<file path="src/rtl/msadc_pkg.sv">
package msadc_pkg;

  typedef enum logic [1:0] {
    ST_IDLE,
    ST_INTEG,
    ST_RESID,
    ST_DONE
  } seq_state_e;

  // mains cycles per window; illegal codes fall back to one cycle
  function automatic int unsigned nplc_cycles(input logic [2:0] code);
    case (code)
      3'd0:    return 1;
      3'd1:    return 2;
      3'd2:    return 5;
      3'd3:    return 10;
      3'd4:    return 20;
      default: return 1;
    endcase
  endfunction

endpackage

</file>
<file path="src/rtl/msadc_period_lut.sv">
module msadc_period_lut #(
  parameter int unsigned SLOTS_PER_CYC = 4,
  parameter int unsigned SLOT_W        = 7
) (
  input  logic [2:0]        code_i,
  output logic [SLOT_W-1:0] n_slots_o
);
  always_comb n_slots_o = SLOT_W'(msadc_pkg::nplc_cycles(code_i) * SLOTS_PER_CYC);
endmodule

</file>
<file path="src/rtl/msadc_slot_timer.sv">
module msadc_slot_timer #(
  parameter int unsigned SLOT_CLKS = 4,
  parameter int unsigned SLOT_W    = 7
) (
  input  logic              clk_i,
  input  logic              rst_ni,
  input  logic              clear_i,
  input  logic              run_i,
  input  logic [SLOT_W-1:0] n_slots_i,
  output logic              slot_end_o,
  output logic              last_slot_o
);
  localparam int unsigned CLK_W = (SLOT_CLKS > 1) ? $clog2(SLOT_CLKS) : 1;
  localparam logic [CLK_W-1:0] CLK_MAX = CLK_W'(SLOT_CLKS - 1);

  logic [CLK_W-1:0]  clk_q;
  logic [SLOT_W-1:0] slot_q;

  assign slot_end_o  = run_i && (clk_q == CLK_MAX);
  assign last_slot_o = (slot_q == n_slots_i - SLOT_W'(1));

  always_ff @(posedge clk_i or negedge rst_ni) begin
    if (!rst_ni) begin
      clk_q  <= '0;
      slot_q <= '0;
    end else if (clear_i) begin
      clk_q  <= '0;
      slot_q <= '0;
    end else if (run_i) begin
      if (clk_q == CLK_MAX) begin
        clk_q  <= '0;
        slot_q <= slot_q + SLOT_W'(1);
      end else begin
        clk_q  <= clk_q + CLK_W'(1);
      end
    end
  end
endmodule

</file>
<file path="src/rtl/msadc_balance.sv">
module msadc_balance #(
  parameter int unsigned CNT_W = 12
) (
  input  logic             clk_i,
  input  logic             rst_ni,
  input  logic             clear_i,
  input  logic             step_i,
  input  logic             hold_i,
  input  logic             cmp_i,
  output logic             ref_pos_o,
  output logic             ref_neg_o,
  output logic [CNT_W-1:0] acc_o
);
  always_ff @(posedge clk_i or negedge rst_ni) begin
    if (!rst_ni) begin
      ref_pos_o <= 1'b0;
      ref_neg_o <= 1'b0;
      acc_o     <= '0;
    end else if (clear_i) begin
      ref_pos_o <= 1'b0;
      ref_neg_o <= 1'b0;
      acc_o     <= '0;
    end else if (hold_i) begin
      ref_pos_o <= 1'b0;
      ref_neg_o <= 1'b0;
    end else if (step_i) begin
      // integrator high -> pull it down and count one unit up
      ref_neg_o <= cmp_i;
      ref_pos_o <= !cmp_i;
      acc_o     <= acc_o + (cmp_i ? CNT_W'(1) : {CNT_W{1'b1}});
    end
  end
endmodule

</file>
<file path="src/rtl/msadc_seq.sv">
module msadc_seq #(
  parameter int unsigned SLOT_CLKS     = 4,
  parameter int unsigned SLOTS_PER_CYC = 4,
  parameter int unsigned CNT_W         = 12
) (
  input  logic                    clk_i,
  input  logic                    rst_ni,
  input  logic [2:0]              nplc_i,
  input  logic                    az_en_i,
  input  logic                    trig_mode_i,
  input  logic                    ext_trig_i,
  input  logic                    cmp_i,
  output logic                    ref_pos_o,
  output logic                    ref_neg_o,
  output logic                    in_sel_o,
  output logic                    zero_sel_o,
  output logic                    resid_o,
  output logic                    done_o,
  output logic signed [CNT_W-1:0] result_o
);
  import msadc_pkg::*;

  localparam int unsigned MAX_SLOTS = 20 * SLOTS_PER_CYC;
  localparam int unsigned SLOT_W    = $clog2(MAX_SLOTS + 1);

  seq_state_e        st_q;
  logic              phase_zero_q;
  logic              trig_q;
  logic [SLOT_W-1:0] n_slots_q, n_slots_lut;
  logic [CNT_W-1:0]  zero_q, result_q, acc;
  logic              slot_end, last_slot, win_end, step, go, bal_clear;

  msadc_period_lut #(
    .SLOTS_PER_CYC(SLOTS_PER_CYC),
    .SLOT_W       (SLOT_W)
  ) i_lut (
    .code_i   (nplc_i),
    .n_slots_o(n_slots_lut)
  );

  msadc_slot_timer #(
    .SLOT_CLKS(SLOT_CLKS),
    .SLOT_W   (SLOT_W)
  ) i_timer (
    .clk_i      (clk_i),
    .rst_ni     (rst_ni),
    .clear_i    (st_q != ST_INTEG),
    .run_i      (st_q == ST_INTEG),
    .n_slots_i  (n_slots_q),
    .slot_end_o (slot_end),
    .last_slot_o(last_slot)
  );

  assign win_end   = slot_end && last_slot;
  assign step      = slot_end && !last_slot;
  assign go        = (st_q == ST_IDLE) && (trig_mode_i ? (ext_trig_i && !trig_q) : 1'b1);
  assign bal_clear = go || ((st_q == ST_RESID) && phase_zero_q);

  msadc_balance #(
    .CNT_W(CNT_W)
  ) i_bal (
    .clk_i    (clk_i),
    .rst_ni   (rst_ni),
    .clear_i  (bal_clear),
    .step_i   (step),
    .hold_i   (win_end),
    .cmp_i    (cmp_i),
    .ref_pos_o(ref_pos_o),
    .ref_neg_o(ref_neg_o),
    .acc_o    (acc)
  );

  always_ff @(posedge clk_i or negedge rst_ni) begin
    if (!rst_ni) begin
      st_q         <= ST_IDLE;
      phase_zero_q <= 1'b0;
      trig_q       <= 1'b0;
      n_slots_q    <= SLOT_W'(SLOTS_PER_CYC);
      zero_q       <= '0;
      result_q     <= '0;
    end else begin
      trig_q <= ext_trig_i;
      case (st_q)
        ST_IDLE: if (go) begin
          st_q         <= ST_INTEG;
          phase_zero_q <= az_en_i;
          n_slots_q    <= n_slots_lut;
          zero_q       <= '0;
        end
        ST_INTEG: if (win_end) st_q <= ST_RESID;
        ST_RESID: begin
          if (phase_zero_q) begin
            phase_zero_q <= 1'b0;
            zero_q       <= acc;
            st_q         <= ST_INTEG;
          end else begin
            result_q <= acc - zero_q;
            st_q     <= ST_DONE;
          end
        end
        ST_DONE: st_q <= ST_IDLE;
        default: st_q <= ST_IDLE;
      endcase
    end
  end

  assign in_sel_o   = (st_q == ST_INTEG) && !phase_zero_q;
  assign zero_sel_o = (st_q == ST_INTEG) && phase_zero_q;
  assign resid_o    = (st_q == ST_RESID);
  assign done_o     = (st_q == ST_DONE);
  assign result_o   = result_q;
endmodule

</file>
<file path="config.mk">
export PLATFORM = sky130hd
export DESIGN_NAME = msadc_seq
export DESIGN_NICKNAME = d
export VERILOG_FILES = /design/src/rtl/msadc_pkg.sv /design/src/rtl/msadc_period_lut.sv /design/src/rtl/msadc_slot_timer.sv /design/src/rtl/msadc_balance.sv /design/src/rtl/msadc_seq.sv
export SDC_FILE = /design/constraint.sdc
export NUM_CORES = 1
export LEC_CHECK = 0
export BUFFER_PORTS_ARGS = -buffer_cell sky130_fd_sc_hd__buf_2
export CORE_ASPECT_RATIO = 1.4
export CORE_MARGIN = 4
export CORE_UTILIZATION = 40
export CTS_CLUSTER_DIAMETER = 60
export DETAILED_ROUTE_END_ITERATION = 12
export HOLD_SLACK_MARGIN = 0.03
export PLACE_DENSITY = 0.57
export SLEW_MARGIN = 20
export SYNTH_ARGS = -nofsm -noshare
export SYNTH_HDL_FRONTEND = slang
export SYNTH_SLANG_ARGS = --single-unit
export TNS_END_PERCENT = 50
</file>
<file path="constraint.sdc">
create_clock -name clk_i -period 2.1 [get_ports clk_i]
set_clock_uncertainty 0.15 [all_clocks]
set_input_delay 0.315 -clock clk_i [delete_from_list [all_inputs] [get_ports clk_i]]
set_output_delay 0.315 -clock clk_i [all_outputs]
set_load 0.01 [all_outputs]
</file>
==> results of run 1 <==
## sequential cells by signal, summed over array words and instances (netlist names)
signal / cells
n_slots_q: 5
phase_zero_q: 1
st_q: 2
i_timer.clk_q: 2
zero_q: 12
trig_q: 1
i_timer.slot_q: 7
result_o: 12
i_bal.acc_o: 12
i_bal.ref_pos_o: 1
i_bal.ref_neg_o: 1
## cell type report
type                    instances  area (µm²)  area share [%]
inverters                      23        90.1            2.00
clock inverters                 3        46.3            1.03
clock buffers                   5         125            2.78
well taps                     102         128            2.84
multi-input cells             282        2060            45.7
repair buffers                 91         647            14.4
flip-flops and latches         56        1400            31.2
## critical path, stage by stage, from the launching register on
cell	delay, ns
sky130_fd_sc_hd__dfrtp_1	0.41
sky130_fd_sc_hd__buf_4	0.15
sky130_fd_sc_hd__ha_4	0.26
sky130_fd_sc_hd__nor2b_4	0.13
sky130_fd_sc_hd__o21ai_2	0.07
sky130_fd_sc_hd__a21o_1	0.17
sky130_fd_sc_hd__a21o_1	0.22
sky130_fd_sc_hd__o2111a_1	0.25
sky130_fd_sc_hd__a221o_1	0.26
## final timing paths
kind | startpoint | endpoint | slack, ns | cells after the start
max | i_bal.acc_o[1]$_DFFE_PN0P_ | result_o[11]$_DFFE_PN0P_ | -0.06 | 8
min | nplc_i[0] | n_slots_q[4]$_DFFE_PN0P_ | 0.07 | 2
max reg2reg | i_bal.acc_o[1]$_DFFE_PN0P_ | result_o[11]$_DFFE_PN0P_ | -0.06 | 8
min reg2reg | i_timer.clk_q[0]$_DFF_PN0_ | i_timer.clk_q[0]$_DFF_PN0_ | 0.30 | 1
max in group asynchronous | rst_ni | i_bal.acc_o[2]$_DFFE_PN0P_ | 0.87 | 3
min in group asynchronous | rst_ni | result_o[3]$_DFFE_PN0P_ | 0.36 | 2
## through the flow
step / worst slack, ns / area [µm²]
finish: -0.0588 / 4500
global route: -0.200 / 4500
CTS: -0.0604 / 4340
detailed placement: -0.331 / 4070
global placement: -0.306 / 4070
floorplan: -0.129 / 3430
## synthesized netlist by cell type (2+ instances only)
library cell and instances:
sky130_fd_sc_hd__a21o_1 5, sky130_fd_sc_hd__nand4_1 7, sky130_fd_sc_hd__and3_1 3, sky130_fd_sc_hd__or3_1 3
sky130_fd_sc_hd__o221ai_1 2, sky130_fd_sc_hd__xor2_1 12, sky130_fd_sc_hd__nor2_1 14, sky130_fd_sc_hd__a211oi_1 6
sky130_fd_sc_hd__o21ai_0 40, sky130_fd_sc_hd__o21a_1 4, sky130_fd_sc_hd__nand2b_1 7, sky130_fd_sc_hd__ha_1 24
sky130_fd_sc_hd__a211o_1 4, sky130_fd_sc_hd__nor3_1 5, sky130_fd_sc_hd__o21bai_1 2, sky130_fd_sc_hd__dfrtp_1 55
sky130_fd_sc_hd__inv_1 23, sky130_fd_sc_hd__and2_1 2, sky130_fd_sc_hd__clkbuf_1 10, sky130_fd_sc_hd__xnor2_1 12
sky130_fd_sc_hd__o2111a_1 2, sky130_fd_sc_hd__nand3_1 19, sky130_fd_sc_hd__nand2_1 53, sky130_fd_sc_hd__a21boi_0 2
sky130_fd_sc_hd__nor2b_1 5, sky130_fd_sc_hd__a21oi_1 17, sky130_fd_sc_hd__mux2_2 3, sky130_fd_sc_hd__fa_1 2
sky130_fd_sc_hd__o31ai_1 9
## logic make-up after synthesis
group | count (synthesis)
and+or+nand+nor | 126
AOI/OAI and AO/OA | 102
DFF | 56
buffers and inverters | 35
adders and majority gates | 26
xor gates and xnor gates | 24
muxes | 4
## layer usage
metal	global-route usage (%)	up-vias	share of wire (%)
met4	5.07	0	1.4
met1	19.7	1360	44
met5	0	-	0
li1	-	1494	-
met2	31.9	27	53
met3	2.31	8	1.8
## power by group
group | switching, mW | internal (mW) | total (mW) | leakage [nW]
registers | 0.319 | 1.47 | 1.78 | 0.740
logic | 2.03 | 2.09 | 4.12 | 1.26
clock network | 0.402 | 0.568 | 0.970 | 0.0804
total | 2.75 | 4.12 | 6.88 | 2.08
## timing repair
item,CTS,global route
pin swaps,16,18
resized for setup,16,30
hold buffers,2,0
endpoints found under the setup margin,16,23
setup buffers,4,5
endpoints found under the hold margin,18,0
==> results.yml, run 1 <==
outcome:
  outcome: "finished, violations left"
  violations_in_the_final_reports: "setup timing"
layout:
  number_of_standard_cells_in_the_final_layout_excluding_fillers: 562
  area.growth.synth_to_final_pct: 32.9
  layout.cells.most_common: "sky130_fd_sc_hd__buf_4"
  final_core_util_pct: 54.8
  layout_common_cells: "sky130_fd_sc_hd__buf_4, sky130_fd_sc_hd__dfrtp_1, sky130_fd_sc_hd__nand2_1"
  fin_nets: 494
  n_fill_cell: 762
  insertedDiodeCount: 0
  post_route_cells_drive_above_1_share_pct: 30.7
logic_synthesis:
  synth-adder-area-share_pct: 10.1
  synth_top_cells_by_area: "sky130_fd_sc_hd__dfrtp_1, sky130_fd_sc_hd__ha_1, sky130_fd_sc_hd__o21ai_0, sky130_fd_sc_hd__nand2_1, sky130_fd_sc_hd__xnor2_1"
  post-synth-top-area-cell: "sky130_fd_sc_hd__dfrtp_1"
  dominantRegCellSynth: "sky130_fd_sc_hd__dfrtp_1"
  asyncSetResetFlopFracSynth_pct: 100
  yosys.area_share.simple_pct: 17.7
  ys_ff_latch: 56
  synth_xor_xnor_area_share_pct: 6.21
  synth_top_family_by_area: "compound AO/OA/AOI/OAI gates"
  post_synth_instance_area_um2: 3380
  portion_of_netlist_area_occupied_by_mux_cells_pct: 1.29
  syn_nets: 408
  yosys.cell_types.count: 50
  synth_edf_count: 0
  avgSynthCellArea_um2: 9.07
  yosysTopAreaCellShare_pct: 40.7
  postSynthCellCount: 373
  synth_compound_area_share_pct: 19.3
  ys_seq_area_share_pct: 41.5
  synthesis.yosys.warnings: 0
routing:
  drt_pre_antenna_iters: 4
  finalWirelength_mm: 7.73
  post-route-drc-count: 0
  drtAntennaViolNets: 0
  drt-wirelength-per-cell_um: 13.8
  total_vias_in_the_final_route: 2889
  vias_per_cell: 5.14
  initialDrtViolationCount: 127
sta:
  hold_viol: 0
  timing.fmax_mhz: 463
  worst_hold_slack_across_all_endpoints_ns: 0.0666
  maxSlewHeadroom_pct: 68.8
  period_minus_slack_ns: 2.16
  slew_violations: 0
  final.period_utilization_pct: 103
  setup_ws_ns: -0.0588
  tns_ns: -0.241
  worst_slew_pin_slew_ns: 0.468
  rsz_0062_raised_after_global_routing: "yes"
  setup_viol: 6
floorplan:
  floorplan.initialDensity_pct: 41.3
  coreArea_um2: 8200
  ioPinCount: 27
  die-height_um: 117
  die_x_um: 85.7
  placement_rows: 39
  floorplan.die_area_um2: 10000
grt:
  pin_count_of_the_biggest_net_entering_global_routing: 39
  grt_first_pass_wirelength_mm: 13.6
  number_of_global_route_vias_before_repair: 2976
  initial_antenna_violation_count: 0
  grtUsageTotal_pct: 16.9
  globalRoute.totalOverflow: 0
critical_path:
  crit_type: "flop to flop"
  worstPathMaxFanout: 5
  cp.required_ns: 2.14
  setup.worst_path.start_class: "flop"
  critical_path_arrival_ns: 2.20
  endpoint_kind: "flop"
placed_design:
  routabilityCongestion: 0.865
  hpwl_mm: 5.92
  numPortBuffers: 26
  place_inst: 544
cts:
  cts-htree-levels: 2
  cts_inserted_buffers: 5
  cts.sinks: 56
  clk-insertion-delay-late_ns: 0.30
  clockRootBuffer: "sky130_fd_sc_hd__clkbuf_16"
  max-clock-path-buffers: 2
  path_clk_slew_ns: 0.08
  clock_tree_from_tritoncts: "yes"
pwr:
  vdd.ir_drop.worst_mv: 0.688
  leakage_nw: 2.08
  power.density_cell_area_nw_per_um2: 1530
  total_power_mw: 6.88
min_path:
  hold_path_class: "primary input to flop"
flow_run:
  maxCapViolations: 0
Note: power is estimated with default switching activity, not from simulation.
==> inputs of run 2 (changes only) <==
GPL_TIMING_DRIVEN = 0   (was unset)
PLACE_DENSITY = unset   (was 0.57)
PLACE_DENSITY_LB_ADDON = 0.1   (was unset)
==> run 2 against run 1 <==
Effect of this change:
- the flow still finishes with violations (setup timing)
- core utilization decreased by 2.5 points
- clock power is 11% lower
- die area unchanged
- cell area is 4.6% lower
- routed wire length rose by 1.2%
- clock-buffer cell count rose by 2
- critical path type unchanged
- critical endpoint is now i_bal.acc_o[8]$_DFFE_PN0P_
==> results.yml, run 2 (synthesis gave the netlist of run 1 again) <==
cts:
  cts.sinks: 56
  clockRootBuffer: "sky130_fd_sc_hd__clkbuf_16"
  cts-htree-levels: 2
  clock_tree_from_tritoncts: "yes"
  max-clock-path-buffers: 2
  clk-insertion-delay-late_ns: 0.29
  cts_inserted_buffers: 5
  path_clk_slew_ns: 0.07
critical_path:
  cp.required_ns: 2.13
  worst-r2r-cell-count: 7
  setup.worst_path.start_class: "flop"
  crit_path_start: "i_bal.acc_o[2]$_DFFE_PN0P_"
  endpoint_kind: "flop"
  worstPathMaxFanout: 4
  reg2reg_from: "i_bal.acc_o[2]$_DFFE_PN0P_"
  crit_type: "flop to flop"
  critical_path_arrival_ns: 2.26
floorplan:
  die_x_um: 85.7
  placement_rows: 39
  coreArea_um2: 8200
  die-height_um: 117
  floorplan.initialDensity_pct: 41.3
  floorplan.die_area_um2: 10000
  ioPinCount: 27
layout:
  layout.cells.most_common: "sky130_fd_sc_hd__dfrtp_1"
  post_route_cells_drive_above_1_share_pct: 26.2
  layout_common_cells: "sky130_fd_sc_hd__dfrtp_1, sky130_fd_sc_hd__nand2_1, sky130_fd_sc_hd__o21ai_0"
  multi_input_gate_area_in_the_final_layout_um2: 2160
  area.growth.synth_to_final_pct: 26.7
  fin_nets: 457
  insertedDiodeCount: 0
  n_fill_cell: 760
  seq_area_um2: 1400
sta:
  slew_violations: 0
  period_minus_slack_ns: 2.23
  final.period_utilization_pct: 106
  maxSlewHeadroom_pct: 51.7
  rsz_0062_raised_after_global_routing: "yes"
  timing.fmax_mhz: 449
  hold_viol: 0
  tns_ns: -0.671
  worst_slew_pin_slew_ns: 0.724
  setup_ws_ns: -0.128
  setup_viol: 13
min_path:
  source_of_the_worst_hold_timing_path: "nplc_i[0]"
  hold_path_class: "primary input to flop"
  hold-path-cell-count: 2
grt:
  initial_antenna_violation_count: 0
  number_of_global_route_vias_before_repair: 2662
  grtUsageTotal_pct: 16.1
  grt_first_pass_wirelength_mm: 12.8
  globalRoute.totalOverflow: 0
  pin_count_of_the_biggest_net_entering_global_routing: 57
outcome:
  violations_in_the_final_reports: "setup timing"
  outcome: "finished, violations left"
routing:
  drt-wirelength-per-cell_um: 14.9
  drt_pre_antenna_iters: 4
  post-route-drc-count: 0
  total_vias_in_the_final_route: 2751
  finalWirelength_mm: 7.82
  drtAntennaViolNets: 0
  initialDrtViolationCount: 102
  vias_per_cell: 5.24
placed_design:
  hpwl_mm: 5.69
  place_worst_setup_slack_ns: -0.609
  routabilityCongestion: 0.820
  numPortBuffers: 26
pwr:
  leakage_nw: 1.90
  vdd.ir_drop.worst_mv: 0.683
  power.density_cell_area_nw_per_um2: 1560
flow_run:
  maxCapViolations: 0
-- run 2: area by class of cell --
type / instances / area share, %
multi-input cells: 283 / 50.4
repair buffers: 42 / 6.71
flip-flops and latches: 56 / 32.7
clock inverters: 1 / 0.175
well taps: 102 / 2.98
clock buffers: 7 / 3.33
inverters: 23 / 2.10
plain buffers: 11 / 1.60
-- run 2: worst max-delay path, stage by stage, from the launching register on --
cell and delay [ns]:
sky130_fd_sc_hd__dfrtp_2 0.44, sky130_fd_sc_hd__ha_4 0.26, sky130_fd_sc_hd__nor2b_1 0.14, sky130_fd_sc_hd__o31a_1 0.28, sky130_fd_sc_hd__or4_4 0.44, sky130_fd_sc_hd__a31oi_4 0.20, sky130_fd_sc_hd__xor2_1 0.15, sky130_fd_sc_hd__o21ai_1 0.07
-- run 2: per-stage QoR --
stage	std cells	hold slack, ns	area [µm²]	power, mW	utilization, %
2_1_floorplan	373	-0.131	3430	4.08	-
3_3_place_gp	501	0.278	3690	4.81	45.0
3_5_place_dp	501	0.280	3690	4.87	45.0
4_1_cts	519	0.0680	4070	6.22	49.6
5_1_grt	525	0.0771	4290	7.25	52.3
6_report	525	0.0732	4290	6.68	52.3
-- run 2: power by group --
part / internal [mW] / switching, mW
combinational: 1.87 / 2.15
clock: 0.477 / 0.386
sequential: 1.47 / 0.325
total: 3.81 / 2.86
-- run 2: what timing repair did --
item	CTS	global route
hold buffers	2	0
pin swaps	13	11
buffers inserted	6	6
hold endpoints to repair	56	0
resized for setup	46	38
cloned	3	0
endpoints found under the setup margin	24	32
-- run 2: final timing paths --
kind | endpoint | slack [ns]
max | i_bal.acc_o[8]$_DFFE_PN0P_ | -0.13
min in group asynchronous | result_o[1]$_DFFE_PN0P_ | 0.46
min reg2reg | i_timer.clk_q[0]$_DFF_PN0_ | 0.29
max in group asynchronous | i_bal.acc_o[2]$_DFFE_PN0P_ | 0.83
max reg2reg | i_bal.acc_o[8]$_DFFE_PN0P_ | -0.13
min | n_slots_q[4]$_DFFE_PN0P_ | 0.07
-- run 2: routing by layer --
metal  share of wire [%]  wire [µm]  global-route usage (%)  up-vias
met5                   0          0                       0        -
met4                 2.2        174                    5.17        0
met3                 1.8        140                    2.59       11
met2                  55       4280                    32.2       23
met1                  41       3230                    17.0     1298
li1                    -          -                       -     1419
